$ cat config.mk
export PLATFORM = sky130hd
export DESIGN_NAME = prof_rec_filter
export DESIGN_NICKNAME = d
export VERILOG_FILES = /design/src/rtl/prof_filt_pkg.sv /design/src/rtl/prof_evt_match.sv /design/src/rtl/prof_op_match.sv /design/src/rtl/prof_lat_src_match.sv /design/src/rtl/prof_rec_filter.sv
export SDC_FILE = /design/constraint.sdc
export NUM_CORES = 1
export LEC_CHECK = 0
export BUFFER_PORTS_ARGS = -buffer_cell sky130_fd_sc_hd__buf_2
export CAP_MARGIN = 15
export CORE_AREA = 2 2 125 127
export CTS_CLUSTER_DIAMETER = 50
export DETAILED_ROUTE_END_ITERATION = 10
export DIE_AREA = 0 0 127 129
export GPL_ROUTABILITY_DRIVEN = 1
export GPL_TIMING_DRIVEN = 0
export PLACE_DENSITY = 0.58
export SKIP_LAST_GASP = 1
export SLEW_MARGIN = 10
export SYNTH_ARGS = -nofsm -noshare
export SYNTH_HDL_FRONTEND = slang
export SYNTH_SLANG_ARGS = --single-unit
$ cat constraint.sdc
create_clock -name clk -period 4.53 [get_ports clk]
set_input_delay 1.359 -clock clk [delete_from_list [all_inputs] [get_ports clk]]
set_output_delay 1.359 -clock clk [all_outputs]
set_load 0.02 [all_outputs]
$ cat src/rtl/prof_filt_pkg.sv
// Package: shared widths and the operation-type bit order.
// Assumes: the operation flag order below is fixed for all users.
package prof_filt_pkg;
    localparam int OP_N = 5;
    typedef enum int {
        OP_BRANCH = 0,
        OP_LOAD   = 1,
        OP_STORE  = 2,
        OP_SIMD   = 3,
        OP_FP     = 4
    } op_idx_e;
endpackage

$ cat src/rtl/prof_evt_match.sv
// Event test: all required events present and no excluded event present.
// Assumes: purely combinational; exclusion overrides requirement.
module prof_evt_match #(
    parameter int EVT_W = 64
) (
    input  logic [EVT_W-1:0] need,
    input  logic [EVT_W-1:0] drop,
    input  logic [EVT_W-1:0] events,
    output logic             pass
);
    logic need_ok;
    logic drop_hit;

    // Evaluate required and excluded event groups.
    always_comb begin
        need_ok  = ((need & ~events) == '0);
        drop_hit = |(drop & events);
        pass     = need_ok & ~drop_hit;
    end
endmodule

$ cat src/rtl/prof_op_match.sv
// Operation-type test with per-type OR/AND mode.
// Assumes: empty select set bypasses the test; empty OR group passes.
module prof_op_match #(
    parameter int OP_N = prof_filt_pkg::OP_N
) (
    input  logic [OP_N-1:0] sel,
    input  logic [OP_N-1:0] and_mode,
    input  logic [OP_N-1:0] ops,
    output logic            pass
);
    logic [OP_N-1:0] or_hit;
    logic [OP_N-1:0] and_miss;
    logic [OP_N-1:0] or_member;

    // Per-type membership and hit terms.
    for (genvar i = 0; i < OP_N; i++) begin : g_type
        assign or_member[i] = sel[i] & ~and_mode[i];
        assign or_hit[i]    = or_member[i] & ops[i];
        assign and_miss[i]  = sel[i] & and_mode[i] & ~ops[i];
    end

    // Combine the OR group and the AND group.
    always_comb begin
        if (sel == '0) pass = 1'b1;
        else pass = ((or_member == '0) | (|or_hit)) & (and_miss == '0);
    end
endmodule

$ cat src/rtl/prof_lat_src_match.sv
// Latency floor and per-source exclusion test.
// Assumes: source mask has one bit per possible source identifier.
module prof_lat_src_match #(
    parameter int LAT_W = 12,
    parameter int SRC_W = 6,
    localparam int SRC_N = 1 << SRC_W
) (
    input  logic [LAT_W-1:0] min_lat,
    input  logic [SRC_N-1:0] src_drop,
    input  logic [LAT_W-1:0] lat,
    input  logic [SRC_W-1:0] src,
    output logic             pass
);
    // Compare latency and look up the source bit.
    always_comb begin
        pass = (lat >= min_lat) & ~src_drop[src];
    end
endmodule

$ cat src/rtl/prof_rec_filter.sv
// Top: accepts one record per cycle and issues a keep/discard verdict
// one cycle later, counting discards.
// Assumes: cfg_* inputs are stable while records are in flight.
module prof_rec_filter #(
    parameter int EVT_W = 64,
    parameter int LAT_W = 12,
    parameter int SRC_W = 6,
    parameter int CNT_W = 16,
    localparam int SRC_N = 1 << SRC_W,
    localparam int OP_N = prof_filt_pkg::OP_N
) (
    input  logic             clk,
    input  logic             rst_n,
    input  logic [EVT_W-1:0] cfg_evt_need,
    input  logic [EVT_W-1:0] cfg_evt_drop,
    input  logic [OP_N-1:0]  cfg_op_sel,
    input  logic [OP_N-1:0]  cfg_op_and,
    input  logic [LAT_W-1:0] cfg_min_lat,
    input  logic [SRC_N-1:0] cfg_src_drop,
    input  logic             rec_valid,
    output logic             rec_ready,
    input  logic [EVT_W-1:0] rec_events,
    input  logic [OP_N-1:0]  rec_ops,
    input  logic [LAT_W-1:0] rec_lat,
    input  logic [SRC_W-1:0] rec_src,
    output logic             res_valid,
    output logic             res_keep,
    output logic [CNT_W-1:0] discard_count
);
    logic evt_pass, op_pass, ls_pass, accept;

    prof_evt_match #(.EVT_W(EVT_W)) u_evt (
        .need(cfg_evt_need), .drop(cfg_evt_drop),
        .events(rec_events), .pass(evt_pass)
    );

    prof_op_match #(.OP_N(OP_N)) u_op (
        .sel(cfg_op_sel), .and_mode(cfg_op_and),
        .ops(rec_ops), .pass(op_pass)
    );

    prof_lat_src_match #(.LAT_W(LAT_W), .SRC_W(SRC_W)) u_ls (
        .min_lat(cfg_min_lat), .src_drop(cfg_src_drop),
        .lat(rec_lat), .src(rec_src), .pass(ls_pass)
    );

    assign accept = rec_valid & rec_ready;

    // Ready comes up on the first cycle out of reset.
    always_ff @(posedge clk) begin
        if (!rst_n) rec_ready <= 1'b0;
        else        rec_ready <= 1'b1;
    end

    // Register the verdict for an accepted record.
    always_ff @(posedge clk) begin
        if (!rst_n) begin
            res_valid <= 1'b0;
            res_keep  <= 1'b0;
        end else begin
            res_valid <= accept;
            res_keep  <= accept & evt_pass & op_pass & ls_pass;
        end
    end

    // Count records rejected at acceptance.
    always_ff @(posedge clk) begin
        if (!rst_n) discard_count <= '0;
        else if (accept && !(evt_pass && op_pass && ls_pass))
            discard_count <= discard_count + 1'b1;
    end


    res_follows_accept_chk: assert property (@(posedge clk) disable iff (!rst_n)
        rec_valid && rec_ready |=> res_valid);

    keep_needs_valid_chk: assert property (@(posedge clk) disable iff (!rst_n)
        !res_valid |-> !res_keep);

    count_step_chk: assert property (@(posedge clk) disable iff (!rst_n)
        $past(rst_n) && res_valid && !res_keep |-> discard_count == $past(discard_count) + 1'b1);

    count_hold_chk: assert property (@(posedge clk) disable iff (!rst_n)
        $past(rst_n) && !(res_valid && !res_keep) |-> $stable(discard_count));

    drop_wins_chk: assert property (@(posedge clk) disable iff (!rst_n)
        rec_valid && rec_ready && ((rec_events & cfg_evt_drop) != '0) |=> !res_keep);

    lat_floor_chk: assert property (@(posedge clk) disable iff (!rst_n)
        rec_valid && rec_ready && (rec_lat < cfg_min_lat) |=> !res_keep);
endmodule

==> metrics.yaml <==
clocking:
  ctsHtreeMaxLevel: 1
  cts_root_buffer: "sky130_fd_sc_hd__clkbuf_16"
  cts-buffers-inserted: 3
  tritoncts: "yes"
  postCtsHoldBufs: 0
  cts-resized-gates: 0
  cts.sink_count: 19
  post-cts-setup-buffers: 0
  cts.path.max_buffers: 2
  clk_transition_reported_paths_ns: 0.06
  worstSkewPairLatency_ns: 0.25
logic_synthesis:
  edff_count_synth: 0
  dominant_combinational_cell_family_by_area_after_synthesis: "simple AND/OR/NAND/NOR gates"
  syn_area_per_cell_um2: 7.57
  syn_nets: 677
  synth-simple-area-share_pct: 30.5
  netlist-cell-type-count: 47
  synth_compound_gate_area_share_pct: 23.6
  synth_sequential_area_ratio_pct: 14.0
  netlist_area_before_placement_um2: 2730
  synth-warning-count: 0
  ys_dominant_reg_cell: "sky130_fd_sc_hd__dfxtp_1"
  netlist_instances: 360
  share_of_async_settable_or_async_resettable_flops_after_synthesis_pct: 0
  post_synth_xor_area_fraction_pct: 0.321
  synth.ff_latch_count: 19
  synth.area.mux_share_pct: 16.5
  synth-adder-area-share_pct: 5.97
timing:
  fmax_mhz: 248
  hold_violations: 0
  finalCritPeriodShare_pct: 89.0
  rsz_0062_raised_after_global_routing: "false"
  setup_tns_ns: 0
  slew-limit-headroom_pct: 49.1
  worstMarginPinSlew_ns: 0.756
  finalSetupViolCount: 0
  timing.final.max_slew_violations: 0
  final.setup_skew_ns: 0.00213
  finalWorstPathRequiredPeriod_ns: 4.03
setup_path:
  reg2reg_from: "discard_count[2]$_SDFFE_PN0P_"
  critical_path.cell_chain: "buf_2 > a22oi_1 > nand2_1 > nor4_1 > o211ai_1 > nor4_1 > a41o_1 > buf_2 > buf_6 > mux2i_1 > nor2_1"
  r2r_setup_slack_ns: 2.86
  crit_end: "discard_count[1]$_SDFFE_PN0P_"
  cp_data_required_time_ns: 4.66
  crit_type: "primary input to register"
  worstSetupStartpointType: "primary input"
  reg2regPathDepth: 5
  crit_family: "simple AND/OR/NAND/NOR gates"
  path_depth: 11
  critical_path.endpoint_type: "register"
  critPathMaxFanout: 10
  crit_path_start: "cfg_evt_drop[51]"
  critical-path-slowest-cell: "sky130_fd_sc_hd__nor4_1"
  path_buf_inv: 3
  critPathMaxStageDelay_ns: 0.62
  r2r-end: "discard_count[15]$_SDFFE_PN0P_"
  timing.critical_path.arrival_ns: 4.16
cells_and_area:
  layout-area-overhead-vs-synth_pct: 70.8
  drive_gt1_share_pct: 51.0
  final_core_util_pct: 31.1
  fillerInstances: 1669
  finalNetCount: 1002
  mostFrequentLayoutCells: "sky130_fd_sc_hd__buf_2 (323), sky130_fd_sc_hd__inv_1 (47), sky130_fd_sc_hd__nand2_1 (40)"
  most_common_cell_after_layout_fill_and_taps_aside: "sky130_fd_sc_hd__buf_2"
  final_cell_area_um2: 4650
global_route:
  grtUsageTotal_pct: 18.6
  number_of_antenna_violations_at_the_first_check_in_global_routing: 4
  globalRouteOverflowTotal: 0
  grt_max_degree: 11
  grt_pass1_vias: 4193
  wire_length_of_the_first_global_routing_pass_mm: 22.9
power:
  share_clk_of_total_power_pct: 27.8
  sequentialPowerShare_pct: 25.3
  cellLeakagePower_nw: 2.43
  power_density_nw_per_um2: 145
  totalPowerFinal_mw: 0.676
  sw_frac_of_total_pct: 31.5
  intPower_mw: 0.463
  irDropWorstVdd_mv: 0.0795
  switchingPower_mw: 0.213
  p_comb_share_pct: 46.9
placed_design:
  routabilityCongestion: 0.922
  postPlaceCellArea_um2: 4560
  portBuffers: 320
  dp_hpwl_mm: 14.8
routing:
  remaining_drcs: 0
  drt-pass1-iter-count: 4
  avgRoutedWirePerCell_um: 18.4
  vias: 4142
  antenna_left: 0
  detailedRoute.firstIterationViolations: 212
  finalWirelength_mm: 16.1
  route.detailed.vias_per_inst: 4.72
die:
  die_wd_um: 127
  core_area_um2: 15000
  initial_core_util_pct: 18.2
  num_io_pins: 323
  num_rows: 45
  dieArea_um2: 16400
  die_height_um: 129
worst_hold_path:
  worst_hold_path_cell_count: 2
  worstHoldPathType: "register to register"
job:
  max_cap_viol_count: 0
outcome:
  outcome: "finished, final reports clean"
[worst min path at each step]
stage,startpoint,to
final,discard_count[11]$_SDFFE_PN0P_,discard_count[11]$_SDFFE_PN0P_
after global routing,discard_count[15]$_SDFFE_PN0P_,discard_count[15]$_SDFFE_PN0P_
after CTS,discard_count[11]$_SDFFE_PN0P_,discard_count[11]$_SDFFE_PN0P_
after detailed placement,rec_ready$_DFF_P_,res_valid$_SDFF_PN0_
after global placement,rec_ready$_DFF_P_,res_valid$_SDFF_PN0_
after floorplan,rec_ready$_DFF_P_,res_valid$_SDFF_PN0_
[metal layers]
metal  vias to the layer above  GRT usage (%)  part of all wire (%)
met5                         -              0                     0
met4                         0           5.37                   2.4
met3                        24           4.82                   9.5
met2                       240           35.3                    51
met1                      1867           20.4                    38
li1                       2011              -                     -
[cell families after synthesis]
kind of cell / count (synthesis)
fa+ha+maj: 13
xor+xnor: 1
buf+inv: 59
simple gates: 149
compound gates: 93
flops: 19
mux: 26
[power groups by stage]
stage	Clock [mW]	Combinational, mW	Sequential, mW
global placement	0	0.315	0.175
finish	0.188	0.317	0.171
global route	0.198	0.348	0.171
detailed placement	0	0.318	0.175
floorplan	0	0.127	0.177
CTS	0.193	0.319	0.171
[cells in the mapped netlist, drive strengths merged (13+ instances only)]
cell type | instances | area share (%)
nand4 | 13 | 3.0
a21oi | 29 | 5.3
o21ai | 13 | 2.4
nand3 | 13 | 2.4
nor2b | 19 | 4.4
inv | 47 | 6.5
nand2b | 22 | 5.3
dfxtp | 19 | 14
mux4 | 15 | 12
nand2 | 40 | 5.5
ha | 13 | 6.0
a22oi | 15 | 4.1
[area by class of cell]
type | instances | area (um2) | area share (%)
Tap cell | 188 | 235 | 5.06
Clock buffer | 4 | 78.8 | 1.69
Multi-Input combinational cell | 282 | 2100 | 45.1
Antenna cell | 5 | 12.5 | 0.269
Buffer | 12 | 71.3 | 1.53
Timing Repair Buffer | 320 | 1600 | 34.4
Inverter | 47 | 176 | 3.79
Sequential cell | 19 | 380 | 8.17
[through the flow]
| step | std cells | hold WS [ns] | worst slack [ns] |
|---|---|---|---|
| 3_5_place_dp | 868 | 0.485 | 0.188 |
| 6_report | 877 | 0.488 | 0.498 |
| 2_1_floorplan | 360 | 0.541 | 0.754 |
| 4_1_cts | 872 | 0.497 | 0.456 |
| 3_3_place_gp | 868 | 0.475 | 0.204 |
| 5_1_grt | 875 | 0.523 | 0.342 |
[worst reg2reg max path, delay by kind of cell, from the launching register on]
| kind | cells | cell delay [ns] |
|---|---|---|
| flip-flops | 1 | 0.42 |
| AO/OA/AOI/OAI | 1 | 0.15 |
| buffers and inverters | 1 | 0.26 |
| AND/OR/NAND/NOR | 3 | 0.77 |
[state kept, by name (all words and copies together), names as in the netlist]
| register | count |
|---|---|
| discard_count | 16 |
| rec_ready | 1 |
| res_keep | 1 |
| res_valid | 1 |
Power figures use the tool's default switching activity.
